### src/rtl/dma_chan_pkg.sv
package dma_chan_pkg;
  typedef enum logic [2:0] {
    ST_IDLE, ST_REQ, ST_RD, ST_WR, ST_FLY, ST_UPD
  } st_e;

  localparam logic [2:0] REG_CTRL = 3'd0;
  localparam logic [2:0] REG_BASE = 3'd1;
  localparam logic [2:0] REG_CNT  = 3'd2;
  localparam logic [2:0] REG_PADR = 3'd3;
  localparam logic [2:0] REG_WLO  = 3'd4;
  localparam logic [2:0] REG_WHI  = 3'd5;
  localparam logic [2:0] REG_STAT = 3'd6;
  localparam logic [2:0] REG_CUR  = 3'd7;

  // packed from control bit 5 down to bit 1
  typedef struct packed {
    logic ie_err;
    logic ie_done;
    logic to_periph;
    logic flyby;
    logic block;
  } ctrl_t;
endpackage

### src/rtl/dma_chan_regs.sv
module dma_chan_regs
  import dma_chan_pkg::*;
#(
  parameter int unsigned AW = 16,
  parameter int unsigned DW = 32,
  parameter int unsigned CW = 16
) (
  input  logic          clk_i,
  input  logic          rst_ni,
  input  logic          we_i,
  input  logic [2:0]    addr_i,
  input  logic [DW-1:0] wdata_i,
  output logic [DW-1:0] rdata_o,
  input  logic          busy_i,
  input  logic          set_done_i,
  input  logic          set_err_i,
  input  logic [AW-1:0] cur_addr_i,
  output ctrl_t         ctrl_o,
  output logic [AW-1:0] base_o,
  output logic [AW-1:0] paddr_o,
  output logic [AW-1:0] win_lo_o,
  output logic [AW-1:0] win_hi_o,
  output logic [CW-1:0] count_o,
  output logic          go_o,
  output logic          irq_o
);
  logic done_q, err_q;
  logic cfg_ok, stat_wr;

  assign cfg_ok  = we_i && !busy_i;
  assign stat_wr = we_i && (addr_i == REG_STAT);

  always_ff @(posedge clk_i or negedge rst_ni) begin
    if (!rst_ni) begin
      ctrl_o   <= '0;
      base_o   <= '0;
      paddr_o  <= '0;
      win_lo_o <= '0;
      win_hi_o <= '1;
      count_o  <= '0;
      go_o     <= 1'b0;
    end else begin
      go_o <= cfg_ok && (addr_i == REG_CTRL) && wdata_i[0];
      if (cfg_ok) begin
        unique case (addr_i)
          REG_CTRL: ctrl_o   <= wdata_i[5:1];
          REG_BASE: base_o   <= wdata_i[AW-1:0];
          REG_CNT:  count_o  <= wdata_i[CW-1:0];
          REG_PADR: paddr_o  <= wdata_i[AW-1:0];
          REG_WLO:  win_lo_o <= wdata_i[AW-1:0];
          REG_WHI:  win_hi_o <= wdata_i[AW-1:0];
          default: ;
        endcase
      end
    end
  end

  // sticky flags, set wins over a clearing write in the same cycle
  always_ff @(posedge clk_i or negedge rst_ni) begin
    if (!rst_ni) begin
      done_q <= 1'b0;
      err_q  <= 1'b0;
    end else begin
      done_q <= set_done_i || (done_q && !(stat_wr && wdata_i[0]));
      err_q  <= set_err_i  || (err_q  && !(stat_wr && wdata_i[1]));
    end
  end

  assign irq_o = (done_q && ctrl_o.ie_done) || (err_q && ctrl_o.ie_err);

  always_comb begin
    rdata_o = '0;
    unique case (addr_i)
      REG_CTRL: rdata_o = DW'({ctrl_o, 1'b0});
      REG_BASE: rdata_o = DW'(base_o);
      REG_CNT:  rdata_o = DW'(count_o);
      REG_PADR: rdata_o = DW'(paddr_o);
      REG_WLO:  rdata_o = DW'(win_lo_o);
      REG_WHI:  rdata_o = DW'(win_hi_o);
      REG_STAT: rdata_o = DW'({busy_i, err_q, done_q});
      default:  rdata_o = DW'(cur_addr_i);
    endcase
  end
endmodule

### src/rtl/dma_chan_agen.sv
module dma_chan_agen #(
  parameter int unsigned AW   = 16,
  parameter int unsigned CW   = 16,
  parameter int unsigned UNIT = 4
) (
  input  logic          clk_i,
  input  logic          rst_ni,
  input  logic [AW-1:0] base_i,
  input  logic [CW-1:0] count_i,
  input  logic [AW-1:0] win_lo_i,
  input  logic [AW-1:0] win_hi_i,
  input  logic          step_i,
  input  logic          clear_i,
  output logic [AW-1:0] addr_o,
  output logic          last_o,
  output logic          legal_o,
  output logic          mid_o
);
  localparam int unsigned UB = $clog2(UNIT);

  logic [CW-1:0] ofs_q;
  logic [CW:0]   ofs_nx;
  logic [AW:0]   end_byte;
  logic          aligned;

  assign ofs_nx   = {1'b0, ofs_q} + (CW+1)'(UNIT);
  assign last_o   = ofs_nx >= {1'b0, count_i};
  assign addr_o   = base_i + AW'(ofs_q);
  assign end_byte = {1'b0, addr_o} + (AW+1)'(UNIT - 1);
  assign mid_o    = (ofs_q != '0);

  generate
    if (UB > 0) begin : g_align
      assign aligned = (addr_o[UB-1:0] == '0);
    end else begin : g_byte
      assign aligned = 1'b1;
    end
  endgenerate

  assign legal_o = aligned && (addr_o >= win_lo_i) && (end_byte <= {1'b0, win_hi_i});

  always_ff @(posedge clk_i or negedge rst_ni) begin
    if (!rst_ni)                        ofs_q <= '0;
    else if (clear_i || (step_i && last_o)) ofs_q <= '0;
    else if (step_i)                    ofs_q <= ofs_nx[CW-1:0];
  end
endmodule

### src/rtl/dma_chan_fsm.sv
module dma_chan_fsm
  import dma_chan_pkg::*;
(
  input  logic clk_i,
  input  logic rst_ni,
  input  logic trig_i,
  input  logic cnt_zero_i,
  input  logic legal_i,
  input  logic last_i,
  input  logic gnt_i,
  input  logic ack_i,
  input  logic block_i,
  input  logic flyby_i,
  output st_e  st_o,
  output logic step_o,
  output logic clear_o,
  output logic set_done_o,
  output logic set_err_o,
  output logic bus_req_o
);
  st_e st_q, st_d;

  always_ff @(posedge clk_i or negedge rst_ni) begin
    if (!rst_ni) st_q <= ST_IDLE;
    else         st_q <= st_d;
  end

  always_comb begin
    st_d       = st_q;
    step_o     = 1'b0;
    clear_o    = 1'b0;
    set_done_o = 1'b0;
    set_err_o  = 1'b0;
    unique case (st_q)
      ST_IDLE: if (trig_i) begin
        if (cnt_zero_i) set_done_o = 1'b1;
        else            st_d = ST_REQ;
      end
      ST_REQ: begin
        if (!legal_i) begin
          set_err_o = 1'b1;
          clear_o   = 1'b1;
          st_d      = ST_IDLE;
        end else if (gnt_i) begin
          st_d = flyby_i ? ST_FLY : ST_RD;
        end
      end
      ST_RD:  if (ack_i) st_d = ST_WR;
      ST_WR,
      ST_FLY: if (ack_i) st_d = ST_UPD;
      ST_UPD: begin
        step_o = 1'b1;
        if (last_i) begin
          set_done_o = 1'b1;
          st_d       = ST_IDLE;
        end else begin
          st_d = block_i ? ST_REQ : ST_IDLE;
        end
      end
      default: st_d = ST_IDLE;
    endcase
  end

  // block mode keeps the bus across UPD; single mode lets it go
  assign bus_req_o = ((st_q == ST_REQ) && legal_i)
                  || (st_q == ST_RD) || (st_q == ST_WR) || (st_q == ST_FLY)
                  || ((st_q == ST_UPD) && block_i && !last_i);
  assign st_o = st_q;
endmodule

### src/rtl/dma_chan.sv
module dma_chan
  import dma_chan_pkg::*;
#(
  parameter int unsigned AW = 16,
  parameter int unsigned DW = 32,
  parameter int unsigned CW = 16
) (
  input  logic          clk_i,
  input  logic          rst_ni,
  input  logic          cfg_we_i,
  input  logic [2:0]    cfg_addr_i,
  input  logic [DW-1:0] cfg_wdata_i,
  output logic [DW-1:0] cfg_rdata_o,
  input  logic          periph_req_i,
  output logic          periph_ack_o,
  output logic          bus_req_o,
  input  logic          bus_gnt_i,
  output logic [AW-1:0] mem_addr_o,
  output logic          mem_we_o,
  output logic          mem_stb_o,
  input  logic          mem_ack_i,
  output logic [DW-1:0] mem_wdata_o,
  input  logic [DW-1:0] mem_rdata_i,
  output logic          irq_o
);
  localparam int unsigned UNIT = DW / 8;

  ctrl_t         ctrl;
  logic [AW-1:0] base, paddr, win_lo, win_hi, gen_addr;
  logic [CW-1:0] cnt_bytes;
  logic          go, busy, set_done, set_err, step, clear;
  logic          last, legal, mid;
  st_e           cur_st;
  logic [DW-1:0] hold_q;

  assign busy = (cur_st != ST_IDLE) || mid;

  dma_chan_regs #(.AW(AW), .DW(DW), .CW(CW)) u_regs (
    .clk_i, .rst_ni,
    .we_i(cfg_we_i), .addr_i(cfg_addr_i), .wdata_i(cfg_wdata_i), .rdata_o(cfg_rdata_o),
    .busy_i(busy), .set_done_i(set_done), .set_err_i(set_err), .cur_addr_i(gen_addr),
    .ctrl_o(ctrl), .base_o(base), .paddr_o(paddr), .win_lo_o(win_lo), .win_hi_o(win_hi),
    .count_o(cnt_bytes), .go_o(go), .irq_o(irq_o)
  );

  dma_chan_agen #(.AW(AW), .CW(CW), .UNIT(UNIT)) u_agen (
    .clk_i, .rst_ni,
    .base_i(base), .count_i(cnt_bytes), .win_lo_i(win_lo), .win_hi_i(win_hi),
    .step_i(step), .clear_i(clear),
    .addr_o(gen_addr), .last_o(last), .legal_o(legal), .mid_o(mid)
  );

  dma_chan_fsm u_fsm (
    .clk_i, .rst_ni,
    .trig_i(go || periph_req_i), .cnt_zero_i(cnt_bytes == '0),
    .legal_i(legal), .last_i(last), .gnt_i(bus_gnt_i), .ack_i(mem_ack_i),
    .block_i(ctrl.block), .flyby_i(ctrl.flyby),
    .st_o(cur_st), .step_o(step), .clear_o(clear),
    .set_done_o(set_done), .set_err_o(set_err), .bus_req_o(bus_req_o)
  );

  always_ff @(posedge clk_i or negedge rst_ni) begin
    if (!rst_ni)                            hold_q <= '0;
    else if ((cur_st == ST_RD) && mem_ack_i) hold_q <= mem_rdata_i;
  end

  always_comb begin
    unique case (cur_st)
      ST_RD:   mem_addr_o = ctrl.to_periph ? gen_addr : paddr;
      ST_WR:   mem_addr_o = ctrl.to_periph ? paddr : gen_addr;
      default: mem_addr_o = gen_addr;
    endcase
  end

  assign mem_stb_o    = (cur_st == ST_RD) || (cur_st == ST_WR) || (cur_st == ST_FLY);
  assign mem_we_o     = (cur_st == ST_WR) || ((cur_st == ST_FLY) && !ctrl.to_periph);
  assign periph_ack_o = (cur_st == ST_FLY);
  assign mem_wdata_o  = hold_q;
endmodule

### config.mk
export PLATFORM = sky130hd
export DESIGN_NAME = dma_chan
export DESIGN_NICKNAME = d
export VERILOG_FILES = /design/src/rtl/dma_chan_pkg.sv /design/src/rtl/dma_chan_regs.sv /design/src/rtl/dma_chan_agen.sv /design/src/rtl/dma_chan_fsm.sv /design/src/rtl/dma_chan.sv
export SDC_FILE = /design/constraint.sdc
export NUM_CORES = 1
export LEC_CHECK = 0
export CAP_MARGIN = 20
export CELL_PAD_IN_SITES_DETAIL_PLACEMENT = 1
export CELL_PAD_IN_SITES_GLOBAL_PLACEMENT = 1
export CORE_UTILIZATION = 50
export DETAILED_ROUTE_END_ITERATION = 10
export DONT_BUFFER_PORTS = 1
export PLACE_DENSITY = 0.83
export REMOVE_ABC_BUFFERS = 1
export SLEW_MARGIN = 20
export SYNTH_ARGS = -nofsm -noshare
export SYNTH_HDL_FRONTEND = slang
export SYNTH_SLANG_ARGS = --single-unit
### constraint.sdc
create_clock -name clk_i -period 7.3 [get_ports clk_i]
set_input_delay 0.73 -clock clk_i [delete_from_list [all_inputs] [get_ports clk_i]]
set_output_delay 0.73 -clock clk_i [all_outputs]
set_load 0.05 [all_outputs]
After elaboration in Yosys (flattened, before gate mapping)
Index checks and enable logic that the tools add are counted.
Widths: inputs -> output; s select.
{"block": "totals", "regBits": 139, "latchBits": 0, "ram_bits": 0, "rom_bits": 0, "input_bits": 73, "out_inout_bits": 85, "elab_cells": 112, "n_memories": 0}
{"block": "classes", "add_sub_neg": 3, "n_mul": 0, "div_mod_pow": 0, "magnitude_cmp": 3, "eq_ne": 16, "shifts": 0, "n_mux": 23, "n_bitwise": 0, "reduce_logical": 51}
{"cell": "$pmux 16 s7", "n": 1}
{"cell": "$mux 16", "n": 4}
{"cell": "$pmux 16 s2", "n": 1}
{"cell": "$mux 3", "n": 8}
{"cell": "$logic_and 1x1->1", "n": 18}
{"cell": "$add 16x2->17 const B", "n": 1}
{"cell": "$add 16x3->17 const B", "n": 1}
{"cell": "$ge 17x16->1", "n": 1}
{"cell": "$le 17x16->1", "n": 1}
{"cell": "$add 16x16->16", "n": 1}
{"cell": "$ge 16x16->1", "n": 1}
{"cell": "$logic_not 16->1", "n": 1}
{"cell": "$reduce_bool 16->1", "n": 1}
{"cell": "$eq 3x3->1 const B", "n": 5}
{"cell": "$pmux 3 s5", "n": 1}
{"cell": "$logic_or 1x1->1", "n": 13}
{"cell": "$eq 3x2->1 const B", "n": 4}
{"cell": "$reduce_and 2->1", "n": 6}
{"cell": "$mux 1", "n": 7}
{"cell": "$eq 3x1->1 const B", "n": 2}
{"cell": "$logic_not 3->1", "n": 2}
{"cell": "$ne 2x2->1 const B", "n": 3}
{"cell": "$logic_not 1->1", "n": 5}
{"cell": "$reduce_and 5->1", "n": 1}
{"cell": "7 further kinds", "n": 7}

Longest topological paths before layout
{"block": "logic_depth", "ltp_word": 9, "depth_mapped": 20, "depth_no_buf": 19}

Modules after synthesis
A second synthesis with hierarchy kept.
{"block": "hier_totals", "hier_cells": 867, "area_unflattened_um2": 9308.9}
{"mod": "dma_chan_regs", "n_inst": 1, "cells_each": 346, "area_per_inst_um2": 4405.5, "seq_area_each_um2": 2222.1}
{"mod": "dma_chan_agen", "n_inst": 1, "cells_each": 386, "area_per_inst_um2": 3104.2, "seq_area_each_um2": 350.3}
{"mod": "dma_chan", "n_inst": 1, "cells_each": 102, "area_per_inst_um2": 1506.4, "seq_area_each_um2": 800.8}
{"mod": "dma_chan_fsm", "n_inst": 1, "cells_each": 33, "area_per_inst_um2": 292.8, "seq_area_each_um2": 75.1}

Least setup slack after synthesis
OpenSTA, ideal clock, no wires.
{"block": "synth_timing", "path_type": "register -> output", "startpoint": "register u_agen.ofs_q[3]", "endpoint": "output port bus_req_o", "arrival_time_ns": 4.695, "required_ns": 6.570, "setup_slack_ns": 1.875, "stages_incl_launch_ff": 18, "n_path_buf": 0, "path_cell_list": "dfrtp_1 -> ha_1 -> a211o_1 -> and3_1 -> o211a_1 -> a211o_1 -> or4_1 -> nor3_2 -> xnor2_1 -> ha_1 -> nand2_1 -> a211oi_1 -> a2111oi_0 -> o221ai_1 -> a21oi_1 -> o31ai_4 -> o21a_1 -> nor2_1"}
{"block": "synth_between", "elab_chain_cells": 9, "word_cells_on_any_way": 15, "cone_classes": "3 x add/sub; 3 x order compare; 9 x reduce/logical"}
{"element": "from (decl)", "line_no": "dma_chan_agen.sv:21", "source": "logic [CW-1:0] ofs_q;"}
{"element": "from (signal assigned)", "line_no": "dma_chan_agen.sv:45", "source": "else if (step_i) ofs_q <= ofs_nx[CW-1:0];"}
{"element": "$add 16x16->16", "line_no": "dma_chan_agen.sv:28", "source": "assign addr_o = base_i + AW'(ofs_q);"}
{"element": "$add 16x2->17 / $ge 16x16->1 (equally long branches)", "line_no": "dma_chan_agen.sv:29, dma_chan_agen.sv:40"}
{"element": "$le 17x16->1 / $logic_and 1x1->1 (equally long branches)", "line_no": "dma_chan_agen.sv:40", "source": "assign legal_o = aligned && (addr_o >= win_lo_i) && (end_byte <= {1'b0, win_hi_i});"}
{"element": "$logic_and 1x1->1", "line_no": "dma_chan_agen.sv:40"}
{"element": "$logic_and 1x1->1", "line_no": "dma_chan_fsm.sv:65", "source": "assign bus_req_o = ((st_q == ST_REQ) && legal_i)"}
{"element": "$logic_or 1x1->1 (3 in a row)", "line_no": "dma_chan_fsm.sv:66", "source": "|| (st_q == ST_RD) || (st_q == ST_WR) || (st_q == ST_FLY)"}
{"element": "$logic_or 1x1->1 *", "line_no": "dma_chan_fsm.sv:67", "source": "|| ((st_q == ST_UPD) && block_i && !last_i);"}
{"element": "to (decl)", "line_no": "dma_chan.sv:16", "source": "output logic bus_req_o,"}
Every way passes the cells marked *; elsewhere a longest branch is shown, timed or not.

Worst setup path after layout
Same ends and word-level chain as after synthesis.

==> flow_summary_export.csv <==
group,metric,value,unit
logic_synthesis,yosysTopAreaCell,"dfrtp_1",
floorplanning,die_y,136,µm
logic_synthesis,yosys_most_used_dff,"dfrtp_1",
logic_synthesis,synth_edf_count,0,
route,wl_per_cell,23.9,µm
timing,fin_tns_setup,0,ns
clock_tree,cts.path.max_buffers,2,
pwr,vdd_drop_max,0.000401,V
timing,rsz0062_at_grt,"false",
route,dr.first_iter.drc_count,459,
place,dp_hpwl,19400,µm
floorplanning,die_x,136,µm
logic_synthesis,synth_area,8950,µm²
route,wirelength,28100,µm
clock_tree,h-tree-depth,4,
final_layout,layout.cells.non_filler,1174,
global_route,grt_first_pass_wirelength,43800,µm
clock_tree,cts_tree,"built",
clock_tree,cts_hold_buf,2,
global_route,grt_pass1_vias,7805,
route,via_per_inst,6.27,
floorplanning,std_cell_rows,48,
timing,fmaxAchievable,149,MHz
critical_path,cp-start-kind,"register",
run,cap_violations,0,
final_layout,diodes,0,
floorplanning,ios,158,
clock_tree,cts_resized,0,
final_layout,nets,1072,
timing,worst_slew_pin_slew,1.18,ns
clock_tree,root_buffer,"clkbuf_16",
timing,whs,0.137,ns
logic_synthesis,ys_ff_latch,137,
timing,hold_viol,0,
final_layout,drive_above_1_share,16.9,%
logic_synthesis,synth-async-reset-ratio,100,%
critical_path,crit_fanout,5,
timing,slew_viol_final,0,
place,port_buffers,0,
floorplanning,die-area,18400,µm²
global_route,groute.usage.overall,31.8,%
clock_tree,clk_latency,0.43,ns
global_route,overflow,0,
clock_tree,post_cts_buffers,0,
timing,period_share,92.2,%
pwr,p_leak,4.46,nW
place,routabilityCongestion,0.867,
place,dp.cells,1140,
logic_synthesis,synthCells,952,
route,drc_errors,0,
timing,min_period,6.73,ns
place,place_ws,1.10,ns
floorplanning,coreArea,17400,µm²
timing,relSlewSlack,21.2,%
final_layout,syn_to_final_growth,8.18,%
route,dr.pass1.iters,5,
route,via_count,7363,
final_layout,fin_util,55.6,%
clock_tree,clk_pin_slew,0.07,ns
clock_tree,clock-sinks,137,
pwr,power_density,492,nW/µm²
critical_path,worst_ep_required_time,6.57,ns
timing,finalWorstSetupSlack,0.572,ns
logic_synthesis,ys_seq_area_share,38.5,%
logic_synthesis,synth_area_leaders,"dfrtp_1 (34%), mux2_2 (9.2%), ha_1 (8.8%), dfstp_2 (4.7%), o21ai_0 (4.7%)",
floorplanning,start_util,51.4,%
critical_path,arrival,6.00,ns
clock_tree,cts-buffers-inserted,17,
logic_synthesis,yosysTopAreaCellShare,33.8,%
timing,finClkSkew,0.0120,ns
critical_path,worstSetupPathType,"register to output port",
outcome,status,"completed",
critical_path,crit_path_end_kind,"output port",
global_route,grt_antenna_before_repair,0,
timing,finalSetupViolCount,0,
logic_synthesis,ys.warnings.count,0,
min_path,hold_path.class,"input port to asynchronous set/reset pin",
logic_synthesis,ys_types,67,
critical_path,reg2regPathDepth,18,
logic_synthesis,syn_avg_cell_area,9.40,µm²
route,ant_nets,0,
global_route,grt_max_degree,117,
placed cells by master (no fill, tap or decap), drive strengths merged, types with 13 or more instances in the layout:
master	Yosys	layout
nand2	110	110
inv	68	74
dfrtp	121	121
dfstp	16	16
nand3	17	17
clkbuf	35	18
nor2	53	53
mux2	73	73
ha	63	63
conb	1	16
nor3	14	14
a21oi	53	53
xnor2	20	20
xor2	13	13
mux2i	14	14
nand4	15	15
o21ai	85	85
per-stage QoR:
step / cell area [µm²] / total power, mW
final: 9680 / 4.76
after global routing: 9680 / 5.02
after CTS: 9670 / 4.75
after detailed placement: 9060 / 3.81
after global placement: 9060 / 3.71
after floorplan: 8710 / 3.27
routing by layer:
metal,routed length (µm),up-vias,track usage (%)
met3,1800,51,7.87
met4,866,0,11.9
met2,13800,233,53.1
met5,0,-,0
li1,-,3313,-
met1,11600,3766,39.7
final timing paths:
check / start / endpoint / slack, ns
worst max-delay path: u_agen.ofs_q[3] / bus_req_o / 0.57
worst min-delay path: rst_ni / u_regs.win_hi_o[15] / 0.14
worst max register to register: u_agen.ofs_q[3] / u_agen.ofs_q[2] / 1.73
worst min register to register: u_regs.win_hi_o[11] / u_regs.win_hi_o[11] / 0.52
max in group asynchronous: rst_ni / u_regs.count_o[8] / 6.33
min in group clk_i: cfg_wdata_i[9] / u_regs.win_hi_o[9] / 0.41
state kept, by name, indices dropped and copies added, names as in the netlist, 3 cells and up:
signal,count
u_regs.ctrl_o,5
u_regs.base_o,16
u_regs.count_o,16
u_agen.ofs_q,14
mem_wdata_o,32
u_regs.win_hi_o,16
u_fsm.st_o,3
u_regs.paddr_o,16
u_regs.win_lo_o,16
final cells by class:
cell class | instances | area [µm²]
inverter | 68 | 255
multi-input combinational | 703 | 5030
clock inverter | 14 | 136
tap | 225 | 282
fill | 1963 | 7730
clock buffer | 18 | 439
sequential | 137 | 3450
timing repair buffer | 9 | 90.1
power by group:
group | switching, mW | internal [mW]
Sequential | 0.586 | 1.12
Clock | 0.371 | 0.485
Combinational | 1.46 | 0.747
Total | 2.41 | 2.35
cell usage after synthesis, types with 9 or more instances:
cell type and count:
nor2_1 52, a211oi_1 9, dfrtp_1 121, a21oi_1 52, ha_1 63, xnor2_1 20, and3_1 10, inv_1 67
clkbuf_1 35, xor2_1 12, nand3_1 17, nand2_1 110, a221oi_1 12, a21o_1 12, dfstp_2 16, mux2_2 73
mux2i_1 14, buf_4 17, and2_1 9, nand4_1 15, o21ai_0 84, nor3_1 12, nor4_1 9
kinds of logic after synthesis:
kind of cell / Yosys count / synth area share, %
and+or+nand+nor: 273 / 14.7
AOI/OAI and AO/OA: 226 / 16.5
DFF: 137 / 38.5
buffers and inverters: 127 / 6.14
muxes: 92 / 12.0
adders and majority gates: 63 / 8.81
xor gates and xnor gates: 33 / 3.31
other: 1 / 0.0419
worst max-delay path: stages (launching register included):
cell	delay, ns
dfrtp_1	0.44
ha_1	0.39
a211o_1	0.38
a21oi_2	0.25
xnor2_1	0.31
nand3_1	0.23
or3_1	0.46
nor4_1	0.32
nand2_1	0.12
xnor2_1	0.15
ha_1	0.33
nand4_1	0.14
nor4_1	0.35
or2_2	0.19
o221ai_1	0.12
a21oi_1	0.28
o31ai_4	0.21
o21a_1	0.21
nor2_1	0.68
Power figures use the tool's default switching activity.
